**src/rtl/ata_probe_pkg.sv**
```systemverilog
package ata_probe_pkg;

   localparam logic [3:0] A_NSECT = 4'h2;
   localparam logic [3:0] A_LBAL  = 4'h3;
   localparam logic [3:0] A_DEV   = 4'h6;
   localparam logic [3:0] A_STAT  = 4'h7;
   localparam logic [3:0] A_CTL   = 4'hE;

   localparam logic [7:0] SEL_D0   = 8'hA0;
   localparam logic [7:0] SEL_D1   = 8'hB0;
   localparam logic [7:0] SRST_BIT = 8'h04;
   localparam logic [7:0] PAT_LO   = 8'h55;
   localparam logic [7:0] PAT_HI   = 8'hAA;
   localparam logic [7:0] FLOAT_V  = 8'hFF;
   localparam logic [7:0] SIG_ONE  = 8'h01;
   localparam int         BSY_POS  = 7;
   localparam int         NPAT     = 6;

   typedef enum logic [4:0] {
      ST_IDLE, ST_SEL, ST_PAT, ST_RDN, ST_RDL, ST_SEL0,
      ST_C0, ST_W0, ST_C1, ST_W1, ST_C2, ST_SETTLE, ST_POLL0,
      ST_SEL1, ST_RN1, ST_RL1, ST_GAP, ST_POLL1,
      ST_F0, ST_F1, ST_F2, ST_DONE
   } seq_state_t;

   // test pattern data for step n of a device check
   function automatic logic [7:0] pat_data(input logic [2:0] n);
      case (n)
         3'd0, 3'd3, 3'd4: pat_data = PAT_LO;
         default:          pat_data = PAT_HI;
      endcase
   endfunction

   // even steps hit sector count, odd steps LBA low
   function automatic logic [3:0] pat_addr(input logic [2:0] n);
      pat_addr = n[0] ? A_LBAL : A_NSECT;
   endfunction

endpackage

```
**src/rtl/ata_seq_timer.sv**
```systemverilog
module ata_seq_timer #(
   parameter int W = 8
) (
   input  logic         clk,
   input  logic         rst_n,
   input  logic         load,
   input  logic [W-1:0] val,
   output logic         expired
);

   generate
      if (W < 1) begin : g_bad_w
         $error("ata_seq_timer: W must be at least 1");
      end
   endgenerate

   logic [W-1:0] cnt;

   always_ff @(posedge clk or negedge rst_n) begin
      if (!rst_n)
         cnt <= '0;
      else if (load)
         cnt <= val;
      else if (cnt != '0)
         cnt <= cnt - 1'b1;
   end

   assign expired = (cnt == '0) && !load;

endmodule

```
**src/rtl/ata_bus_access.sv**
```systemverilog
module ata_bus_access (
   input  logic       clk,
   input  logic       rst_n,
   input  logic       go,
   input  logic       we,
   input  logic [3:0] addr,
   input  logic [7:0] wdata,
   output logic       acc_req,
   output logic       acc_we,
   output logic [3:0] acc_addr,
   output logic [7:0] acc_wdata,
   input  logic       acc_ack,
   input  logic [7:0] acc_rdata,
   output logic       fin,
   output logic [7:0] rdata
);

   always_ff @(posedge clk or negedge rst_n) begin
      if (!rst_n) begin
         acc_req   <= 1'b0;
         acc_we    <= 1'b0;
         acc_addr  <= '0;
         acc_wdata <= '0;
         fin       <= 1'b0;
         rdata     <= '0;
      end else begin
         fin <= 1'b0;
         if (go) begin
            acc_req   <= 1'b1;
            acc_we    <= we;
            acc_addr  <= addr;
            acc_wdata <= wdata;
         end else if (acc_req && acc_ack) begin
            acc_req <= 1'b0;
            fin     <= 1'b1;
            rdata   <= acc_rdata;
         end
      end
   end

   // request held stable until acknowledged
   a_r12_req_hold: assert property (@(posedge clk) disable iff (!rst_n)
      acc_req && !acc_ack |=> acc_req && $stable(acc_addr) && $stable(acc_wdata) && $stable(acc_we));

   // never a second request while one is outstanding
   a_r12_single: assert property (@(posedge clk) disable iff (!rst_n)
      go |-> !acc_req);

endmodule

```
**src/rtl/ata_probe_seq.sv**
```systemverilog
module ata_probe_seq
   import ata_probe_pkg::*;
#(
   parameter int SRST_CYC     = 2000,
   parameter int SETTLE_CYC   = 200,
   parameter int GAP_CYC      = 5000,
   parameter int DEADLINE_CYC = 3000000
) (
   input  logic       clk,
   input  logic       rst_n,
   input  logic       start,
   input  logic       slave_ok,
   input  logic [7:0] ctl_base,
   output logic       acc_req,
   output logic       acc_we,
   output logic [3:0] acc_addr,
   output logic [7:0] acc_wdata,
   input  logic       acc_ack,
   input  logic [7:0] acc_rdata,
   output logic [1:0] present,
   output logic       busy,
   output logic       done,
   output logic       error
);

   localparam int WAIT_MAX = (SRST_CYC > SETTLE_CYC)
                             ? ((SRST_CYC > GAP_CYC) ? SRST_CYC : GAP_CYC)
                             : ((SETTLE_CYC > GAP_CYC) ? SETTLE_CYC : GAP_CYC);
   localparam int WAIT_W   = $clog2(WAIT_MAX + 1);
   localparam int DL_W     = $clog2(DEADLINE_CYC + 1);

   generate
      if (SRST_CYC < 1 || SETTLE_CYC < 1 || GAP_CYC < 1) begin : g_bad_wait
         $error("ata_probe_seq: every wait must be at least one cycle");
      end
      if (DEADLINE_CYC < 2) begin : g_bad_deadline
         $error("ata_probe_seq: DEADLINE_CYC must be at least 2");
      end
   endgenerate

   seq_state_t      state;
   logic            pend;
   logic            dsel;
   logic [2:0]      idx;
   logic            tries;
   logic [7:0]      nsect_v;
   logic            slave_en;
   logic            dl_run;

   logic            op_acc, op_wait, op_we;
   logic [3:0]      op_addr;
   logic [7:0]      op_wdata;
   logic [WAIT_W-1:0] op_wval;
   logic            go, fin, tmr_exp, dl_exp, step, in_dl, abort, dl_load;
   logic [7:0]      rd;
   logic [7:0]      ctl_clr;

   assign ctl_clr = ctl_base & ~SRST_BIT;

   always_comb begin
      op_acc   = 1'b0;
      op_wait  = 1'b0;
      op_we    = 1'b0;
      op_addr  = A_DEV;
      op_wdata = SEL_D0;
      op_wval  = WAIT_W'(SRST_CYC);
      case (state)
         ST_SEL:   begin op_acc = 1'b1; op_we = 1'b1; op_wdata = dsel ? SEL_D1 : SEL_D0; end
         ST_PAT:   begin op_acc = 1'b1; op_we = 1'b1; op_addr = pat_addr(idx); op_wdata = pat_data(idx); end
         ST_RDN, ST_RN1: begin op_acc = 1'b1; op_addr = A_NSECT; end
         ST_RDL, ST_RL1: begin op_acc = 1'b1; op_addr = A_LBAL; end
         ST_SEL0, ST_F0, ST_F2: begin op_acc = 1'b1; op_we = 1'b1; op_wdata = SEL_D0; end
         ST_SEL1, ST_F1: begin op_acc = 1'b1; op_we = 1'b1; op_wdata = SEL_D1; end
         ST_C0, ST_C2: begin op_acc = 1'b1; op_we = 1'b1; op_addr = A_CTL; op_wdata = ctl_clr; end
         ST_C1:    begin op_acc = 1'b1; op_we = 1'b1; op_addr = A_CTL; op_wdata = ctl_clr | SRST_BIT; end
         ST_POLL0, ST_POLL1: begin op_acc = 1'b1; op_addr = A_STAT; end
         ST_W0, ST_W1: op_wait = 1'b1;
         ST_SETTLE: begin op_wait = 1'b1; op_wval = WAIT_W'(SETTLE_CYC); end
         ST_GAP:    begin op_wait = 1'b1; op_wval = WAIT_W'(GAP_CYC); end
         default: ;
      endcase
   end

   assign in_dl   = (state == ST_SETTLE) || (state == ST_POLL0) || (state == ST_SEL1) ||
                    (state == ST_RN1) || (state == ST_RL1) || (state == ST_GAP) ||
                    (state == ST_POLL1);
   assign abort   = dl_run && dl_exp && in_dl && !acc_req;
   assign go      = op_acc && !pend && !abort;
   assign step    = op_acc ? fin : (op_wait && pend && tmr_exp);
   assign dl_load = (state == ST_C2) && step;
   assign busy    = (state != ST_IDLE) && (state != ST_DONE);

   ata_bus_access u_acc (
      .clk(clk), .rst_n(rst_n), .go(go), .we(op_we), .addr(op_addr), .wdata(op_wdata),
      .acc_req(acc_req), .acc_we(acc_we), .acc_addr(acc_addr), .acc_wdata(acc_wdata),
      .acc_ack(acc_ack), .acc_rdata(acc_rdata), .fin(fin), .rdata(rd)
   );

   ata_seq_timer #(.W(WAIT_W)) u_wait (
      .clk(clk), .rst_n(rst_n), .load(op_wait && !pend), .val(op_wval), .expired(tmr_exp)
   );

   ata_seq_timer #(.W(DL_W)) u_deadline (
      .clk(clk), .rst_n(rst_n), .load(dl_load), .val(DL_W'(DEADLINE_CYC)), .expired(dl_exp)
   );

   always_ff @(posedge clk or negedge rst_n) begin
      if (!rst_n) begin
         state    <= ST_IDLE;
         pend     <= 1'b0;
         dsel     <= 1'b0;
         idx      <= '0;
         tries    <= 1'b0;
         nsect_v  <= '0;
         slave_en <= 1'b0;
         dl_run   <= 1'b0;
         present  <= '0;
         done     <= 1'b0;
         error    <= 1'b0;
      end else if (start && !busy) begin
         state    <= ST_SEL;
         pend     <= 1'b0;
         dsel     <= 1'b0;
         idx      <= '0;
         tries    <= 1'b0;
         slave_en <= slave_ok;
         dl_run   <= 1'b0;
         present  <= '0;
         done     <= 1'b0;
         error    <= 1'b0;
      end else if (abort) begin
         state  <= ST_DONE;
         pend   <= 1'b0;
         dl_run <= 1'b0;
         error  <= 1'b1;
         done   <= 1'b1;
      end else begin
         if (go || (op_wait && !pend)) pend <= 1'b1;
         if (dl_load) dl_run <= 1'b1;
         if (step) begin
            pend <= 1'b0;
            case (state)
               ST_SEL:  begin idx <= '0; state <= ST_PAT; end
               ST_PAT:  begin
                  if (idx == 3'(NPAT - 1)) state <= ST_RDN;
                  else idx <= idx + 1'b1;
               end
               ST_RDN:  begin nsect_v <= rd; state <= ST_RDL; end
               ST_RDL:  begin
                  present[dsel] <= (nsect_v == PAT_LO) && (rd == PAT_HI);
                  if (!dsel && slave_en) begin
                     dsel  <= 1'b1;
                     state <= ST_SEL;
                  end else begin
                     state <= ST_SEL0;
                  end
               end
               ST_SEL0:   state <= ST_C0;
               ST_C0:     state <= ST_W0;
               ST_W0:     state <= ST_C1;
               ST_C1:     state <= ST_W1;
               ST_W1:     state <= ST_C2;
               ST_C2:     state <= ST_SETTLE;
               ST_SETTLE: state <= ST_POLL0;
               ST_POLL0:  begin
                  if (rd == FLOAT_V) begin
                     present[0] <= 1'b0;
                     state <= present[1] ? ST_SEL1 : ST_F0;
                  end else if (!rd[BSY_POS]) begin
                     state <= present[1] ? ST_SEL1 : ST_F0;
                  end
               end
               ST_SEL1:   begin tries <= 1'b0; state <= ST_RN1; end
               ST_RN1:    begin nsect_v <= rd; state <= ST_RL1; end
               ST_RL1:    begin
                  if ((nsect_v == SIG_ONE && rd == SIG_ONE) || tries) begin
                     state <= ST_POLL1;
                  end else begin
                     tries <= 1'b1;
                     state <= ST_GAP;
                  end
               end
               ST_GAP:    state <= ST_RN1;
               ST_POLL1:  begin
                  if (rd == FLOAT_V) begin
                     present[1] <= 1'b0;
                     state <= ST_F0;
                     dl_run <= 1'b0;
                  end else if (!rd[BSY_POS]) begin
                     state <= ST_F0;
                     dl_run <= 1'b0;
                  end
               end
               ST_F0: begin
                  if (present[1])      state <= ST_F1;
                  else if (present[0]) state <= ST_F2;
                  else begin state <= ST_DONE; done <= 1'b1; end
               end
               ST_F1: begin
                  if (present[0]) state <= ST_F2;
                  else begin state <= ST_DONE; done <= 1'b1; end
               end
               ST_F2: begin state <= ST_DONE; done <= 1'b1; end
               default: ;
            endcase
         end
      end
   end

   // an error always ends the sequence
   a_r11_err_done: assert property (@(posedge clk) disable iff (!rst_n)
      error |-> done && !busy);

   // device register only ever receives the two select codes
   a_r2_sel_code: assert property (@(posedge clk) disable iff (!rst_n)
      acc_req && acc_we && acc_addr == A_DEV |-> acc_wdata == SEL_D0 || acc_wdata == SEL_D1);

   // no device 1 select when the slave is not allowed
   a_r5_no_dev1: assert property (@(posedge clk) disable iff (!rst_n)
      !slave_en |-> !(acc_req && acc_we && acc_addr == A_DEV && acc_wdata == SEL_D1) && !present[1]);

   // control writes carry only the base value with bit 2 cleared or set
   a_r6_ctl_values: assert property (@(posedge clk) disable iff (!rst_n)
      acc_req && acc_we && acc_addr == A_CTL |-> (acc_wdata & ~SRST_BIT) == ctl_clr);

   // done holds until a new start
   a_r13_done_hold: assert property (@(posedge clk) disable iff (!rst_n)
      done && !start |=> done);

   // no access is issued after done
   a_r11_quiet_done: assert property (@(posedge clk) disable iff (!rst_n)
      done && !acc_req |=> !acc_req || $rose(busy) || busy);

endmodule

```
**config.mk**
```make
export PLATFORM = sky130hd
export DESIGN_NAME = ata_probe_seq
export DESIGN_NICKNAME = d
export VERILOG_FILES = /design/src/rtl/ata_probe_pkg.sv /design/src/rtl/ata_seq_timer.sv /design/src/rtl/ata_bus_access.sv /design/src/rtl/ata_probe_seq.sv
export SDC_FILE = /design/constraint.sdc
export NUM_CORES = 1
export LEC_CHECK = 0
export ABC_AREA = 1
export CORE_AREA = 5 5 109 111
export CTS_CLUSTER_SIZE = 20
export DETAILED_ROUTE_END_ITERATION = 16
export DIE_AREA = 0 0 114 116
export PLACE_DENSITY = 0.73
export SLEW_MARGIN = 20
export SYNTH_ARGS = -nofsm -noshare
export SYNTH_HDL_FRONTEND = slang
export SYNTH_HIERARCHICAL = 1
export SYNTH_SLANG_ARGS = --single-unit
export TNS_END_PERCENT = 50
```
**constraint.sdc**
```tcl
create_clock -name clk -period 10.7 [get_ports clk]
set_input_delay 3.21 -clock clk [delete_from_list [all_inputs] [get_ports clk]]
set_output_delay 3.21 -clock clk [all_outputs]
set_load 0.005 [all_outputs]
```
---- Word level (Yosys, flattened, before mapping) ----
Index checks and enable logic that the tools add are counted.
storage, ports and cells
  flip-flop bits (word level) ............. 83
  input port bits ......................... 21
  logic and storage cells ................. 215
cells by class
  add/subtract/negate cells ............... 3
  $lt $le $gt $ge ......................... 2
  eq/ne operators ......................... 38
  multiplexer cells ....................... 75
  bitwise gates (word level) .............. 3
  reduce and logical (&&, ||, !) cells .... 74
operators with widths
  kind                     number
  $pmux W5 S19             1
  $mux W5                  10
  $mux W22                 2
  $eq A5 B4 Y1 const B     8
  $mux W1                  40
  $pmux W8 S5              1
  $mux W13                 2
  $pmux W13 S2             1
  $eq A5 B5 Y1 const B     5
  $reduce_and A4 Y1        6
  $logic_not A22 Y1        1
  $reduce_bool A22 Y1      1
  $sub A22 B1 Y22 const B  1
  $reduce_bool A21 Y1      1
  $eq A5 B3 Y1 const B     4
  $pmux W4 S5              1
  $logic_and A1 B1 Y1      18
  $mux W3                  6
  $eq A8 B1 Y1 const B     2
  $eq A8 B8 Y1 const B     2
  $reduce_or A16 Y1        1
  $ne A5 B5 Y1 const B     3
  $reduce_bool A3 Y1       5
  $reduce_bool A2 Y1       7
  35 further kinds         66

---- Longest topological paths before layout ----
  depth after elaboration ................. 21
  mapped depth ............................ 34
  depth with buffers taken out ............ 30

---- By module ----
The synthesis kept the hierarchy.
by module, submodules not included
  module                       instances  cells each  area an instance (um^2)
  ata_probe_seq                1          384         2,284.7
  ata_seq_timer at u_deadline  1          239         1,591.5
  ata_bus_access               1          96          903.4
  ata_seq_timer at u_wait      1          133         888.4

---- Worst setup path before layout ----
Ideal clock, no wire load.
  path kind ............................... register to output
  start point ............................. register state[3]
  end point ............................... output busy
  data arrival time ....................... 941 ps
  setup slack ............................. 6,549 ps
  stages on the path, launching flop included .. 5
  path buffers ............................ 0
  cell sequence ........................... dfrtp_1 nor2_2 nand2_1 nand2_1 nand2_1
between the ends
  word-level cells in the longest chain between the ends .. 2
  elaborated cells between the ends (all ways) .. 3
  those cells by class .................... 1 x eq/ne; 2 x reduce/logical
RTL lines
  element                                                    RTL line              source
  start, declared                                            ata_probe_seq.sv:41   seq_state_t state;
  start signal, assigned                                     ata_probe_seq.sv:168  state <= present[1] ? ST_SEL1 : ST_F0;
  start signal, assigned                                     ata_probe_seq.sv:170  state <= present[1] ? ST_SEL1 : ST_F0;
  $ne A5 B5 Y1 / $reduce_bool A5 Y1 (equally long branches)  ata_probe_seq.sv:91   assign busy = (state != ST_IDLE) && (state != ST_DONE);
  $logic_and A1 B1 Y1 *                                      ata_probe_seq.sv:91
  end, declared                                              ata_probe_seq.sv:21   output logic busy,
Mark *: on every way between the ends. The rest lies on a longest branch, timed or not.

---- Worst setup path in the final report ----
  start point ............................. register state[4]
  end point ............................... register u_acc.rdata[6]
between the ends
  word-level cells in the longest chain between the ends .. 18
  elaborated cells between the ends (all ways) .. 47
  those cells by class .................... 20 x eq/ne; 3 x mux; 1 x bitwise; 23 x reduce/logical
RTL lines
  element                               RTL line              source
  $eq A5 B4 Y1 (tied with other cells)  ata_probe_seq.sv:67   case (state)
  $reduce_or A4 Y1 (no source line) *   -
  $mux W1 *                             ata_probe_seq.sv:67
  $logic_and A1 B1 Y1 *                 ata_probe_seq.sv:100  .clk(clk), .rst_n(rst_n), .load(op_wait && !pend), .val(op_wval), .expired(tmr_exp)
  $logic_not A1 Y1 *                    ata_seq_timer.sv:28   assign expired = (cnt == '0) && !load;
  $logic_and A1 B1 Y1 *                 ata_seq_timer.sv:28
  via tmr_exp                           ata_probe_seq.sv:54   logic go, fin, tmr_exp, dl_exp, step, in_dl, abort, dl_load;
  $logic_and A1 B1 Y1 *                 ata_probe_seq.sv:89   assign step = op_acc ? fin : (op_wait && pend && tmr_exp);
  (+2 left out)                         -
  via dl_load                           ata_probe_seq.sv:54
  (+1 left out)                         -
  $logic_and A1 B1 Y1 *                 ata_seq_timer.sv:28
  via dl_exp                            ata_probe_seq.sv:54
  $logic_and A1 B1 Y1 * (3 in a row)    ata_probe_seq.sv:87   assign abort = dl_run && dl_exp && in_dl && !acc_req;
  $logic_not A1 Y1 *                    ata_probe_seq.sv:88   assign go = op_acc && !pend && !abort;
  $logic_and A1 B1 Y1 *                 ata_probe_seq.sv:88
  via go                                ata_probe_seq.sv:54
  $not A1 Y1 (no source line) *         -
  $reduce_and A2 Y1 (no source line) *  -
  end signal, assigned                  ata_bus_access.sv:36  rdata <= acc_rdata;
  end, declared                         ata_bus_access.sv:15  output logic [7:0] rdata
Mark *: on every way through the listed nets, which the timed path passes. The rest lies on a longest branch.
A chain may end at the register's enable or synchronous reset.

==> impl_results.rst <==
.. list-table::
   :header-rows: 1

   * - Metric
     - Value
   * - Data arrival time at the worst-slack endpoint
     - around 6.5 ns
   * - CTS clk-pin slew, worst paths
     - approximately 0.090 ns
   * - Count of buffers added by post-CTS timing repair for setup
     - 0
   * - Detailed router's first-iteration violation count
     - 390
   * - CP max stage cell
     - sky130_fd_sc_hd__inv_1
   * - Fin crit period
     - 6.14 ns
   * - # H-tree levels
     - 3
   * - Fmax
     - ~160 MHz
   * - Synth warn
     - 6
   * - CTS buffer count
     - 9
   * - Total via count after detailed routing
     - roughly 5.4k
   * - Endpoints failing setup
     - 0
   * - Overall die area
     - between 0.01 and 0.015 sq mm
   * - I/O pins
     - 40
   * - Number of rows created at floorplan
     - 38
   * - Setup_tns
     - 0 ns
   * - Placeable core region
     - 0.0107 sq mm
   * - RSZ-0062 raised after global routing
     - no
   * - Port bufs
     - 38
   * - Area of the mapped netlist
     - ~0.0057 sq mm
   * - Number of nets with antenna violations after detailed routing
     - 0
   * - Final wirelength
     - between 10000 and 15000 um
   * - Most common flop cell mapped by yosys
     - sky130_fd_sc_hd__dfrtp_1
   * - Largest net degree at the start of global routing
     - 53
   * - Setup crit end kind
     - flop
   * - Min-delay worst type
     - reg2reg
   * - Leakage
     - between 0.003 and 0.004 uW
   * - Count of endpoints failing hold in the final timing report
     - 0
   * - Outcome
     - complete, no violations
   * - Fraction of synthesis flops using an asynchronous set or reset pin
     - between 90% and 100%
   * - Path type of the worst setup path
     - reg2reg
   * - Required time worst endpoint
     - 11.01 ns
   * - Initial antenna violation count
     - 0
   * - Worst slew pin tran
     - about 0.87 ns
   * - Commonest cells after routing, fill and taps aside
     - 276 x sky130_fd_sc_hd__nand2_1, 143 x sky130_fd_sc_hd__nor2_1, 83 x sky130_fd_sc_hd__dfrtp_1, 79 x sky130_fd_sc_hd__inv_1, 70 x sky130_fd_sc_hd__nand3_1
   * - Share of cells above drive strength 1
     - 9.63%
   * - Clk Latency, worst-skew pair
     - about 0.37 ns
   * - Worst slew slack as a fraction of its limit
     - a little over two fifths
   * - Layout Area Growth over Synthesis
     - 13.0%
   * - Total power divided by cell area
     - 278 mW/mm^2
   * - Initial Utilization
     - between 50% and 60%
   * - Hpwl dp
     - 10400 um
   * - Cells after Synth
     - between 800 and 900
   * - Number of distinct library cells after synthesis
     - 43
   * - Number of enable-type register cells in the synthesized netlist
     - 0
   * - All-layer global routing usage
     - 21.9%
   * - Die W
     - approximately 110 um
   * - Sequential cell area fraction in the yosys report
     - a little over a third
   * - Global placement routability congestion
     - around 0.98
   * - Hold Worst Slack
     - 0.481 ns
   * - Maximum fanout count along the critical path
     - 30
   * - Commonest non-fill, non-tap cell in the layout
     - sky130_fd_sc_hd__nand2_1
   * - Clock sinks
     - between 80 and 90
   * - First drt pass iteration count
     - 5
   * - IR Drop Worst-Case VDD
     - around 0.00014 V
   * - Layout net count
     - around 940
   * - Final cycle utilization of the critical path
     - 57.4%
   * - Number of fillers in the final layout
     - between 1k and 1.5k
   * - Type of origin of the critical path
     - flop
   * - Detailed-route DRC error count
     - 0
   * - Delay of the slowest cell on the worst path
     - approximately 0.64 ns
   * - Number of buffers inserted by hold repair at cts
     - 0
   * - First-pass GRT wire length
     - 23600 um
   * - Post-Synthesis Mean Instance Area
     - approximately 6.7 sq um
   * - Max cap viols
     - 0
   * - Root cell of the clock tree
     - sky130_fd_sc_hd__clkbuf_8
   * - TritonCTS clock tree
     - done
   * - Die height
     - 116 um
   * - Number of instances resized during post-cts repair
     - 0
   * - Diode insertion count for antenna repair
     - 0
   * - Vias in the first global route
     - 5213
   * - Number of buffers on the longest clock path
     - 2
   * - Largest clock skew in the final design
     - approximately 0.014 ns
   * - Total grt overflow
     - 0
   * - Max Transition Viols Final
     - 0
   * - Final Power
     - around 1800 uW
   * - Number of storage elements in the synthesis netlist
     - 83
   * - Drt wl/cell
     - between 10 and 15 um
   * - Detailed-route vias per instance
     - slightly above 5
==> worst max-delay path: cells and delay by family, from the launching register on <==
family                 cells  cell delay [ns]
buffers and inverters      8             2.13
flip-flops                 1             0.63
AND/OR/NAND/NOR           22             3.27
==> synthesized netlist by cell type, types with 7 or more instances <==
library cell	n	area, sq um
sky130_fd_sc_hd__o21ai_0	19	95.1
sky130_fd_sc_hd__nor2_4	8	90.1
sky130_fd_sc_hd__nand3_1	70	350
sky130_fd_sc_hd__inv_2	12	45.0
sky130_fd_sc_hd__ha_1	7	87.6
sky130_fd_sc_hd__nand2_2	15	93.8
sky130_fd_sc_hd__nor2_2	14	87.6
sky130_fd_sc_hd__dfrtp_1	83	2080
sky130_fd_sc_hd__inv_1	79	297
sky130_fd_sc_hd__nand2_1	276	1040
sky130_fd_sc_hd__buf_2	7	35.0
sky130_fd_sc_hd__nor2_1	143	537
sky130_fd_sc_hd__o22ai_1	13	81.3
sky130_fd_sc_hd__nand4_1	20	125
sky130_fd_sc_hd__a21oi_1	23	115
==> state kept, by name (all words and copies together), names as in the netlist, 2 cells and up <==
name and count:
u_acc/rdata 8, state 5, u_wait/cnt 13, u_acc/acc_addr 4, idx 3, present 2, nsect_v 8, u_acc/acc_wdata 8
u_deadline/cnt 22
==> through the flow <==
step	utilization, %	setup WS (ns)	std cells	instance area (sq um)
4_1_cts	59.9	4.57	1054	6400
3_5_place_dp	57.9	4.62	1038	6190
2_1_floorplan	-	6.55	879	5770
3_3_place_gp	57.9	4.67	1038	6190
6_report	59.9	4.56	1054	6400
5_1_grt	59.9	3.94	1054	6400
==> metal layers <==
metal,track usage (%),vias to the layer above,part of all wire [%]
met3,4.54,29,5.5
li1,-,2777,-
met5,0,-,0
met4,7.28,0,2.2
met2,37.7,167,47
met1,27.5,2475,46
==> report_power, final <==
part	leakage (uW)	switching [uW]	internal, uW
clock	0.000109	128	117
sequential	0.00105	138	444
combinational	0.00230	620	333
total	0.00346	886	894
==> final cells by class <==
class	instances	area, sq um	share of cell area, %
multi-input cells	684	3210	50.1
repair buffers	39	385	6.02
flip-flops and latches	83	2080	32.4
clock buffers	10	138	2.15
inverters	92	348	5.43
clock inverters	6	72.6	1.13
well taps	140	175	2.74
==> worst paths after layout <==
check	start	endpoint	slack [ns]	cells past startpoint
setup reg to reg	state[4]	u_acc/rdata[6]	4.56	30
min in group asynchronous	rst_n	state[0]	2.77	1
hold reg to reg	nsect_v[0]	nsect_v[0]	0.48	2
max in group asynchronous	rst_n	u_deadline/cnt[21]	6.94	2
setup / recovery	state[4]	u_acc/rdata[6]	4.56	30
hold / removal	nsect_v[0]	nsect_v[0]	0.48	2
==> cells by family (layout without fill, tap and decap cells) <==
group | count (synthesis) | in the layout | share of synthesized area (%)
compound gates | 70 | 70 | 7.02
xor+xnor | 6 | 6 | 0.927
fa+ha+maj | 7 | 7 | 1.55
flops | 83 | 83 | 36.6
simple gates | 572 | 572 | 45.2
other cells | 2 | 29 | 0.132
buf+inv | 112 | 147 | 8.54
Note: power is estimated with default switching activity, not from simulation.
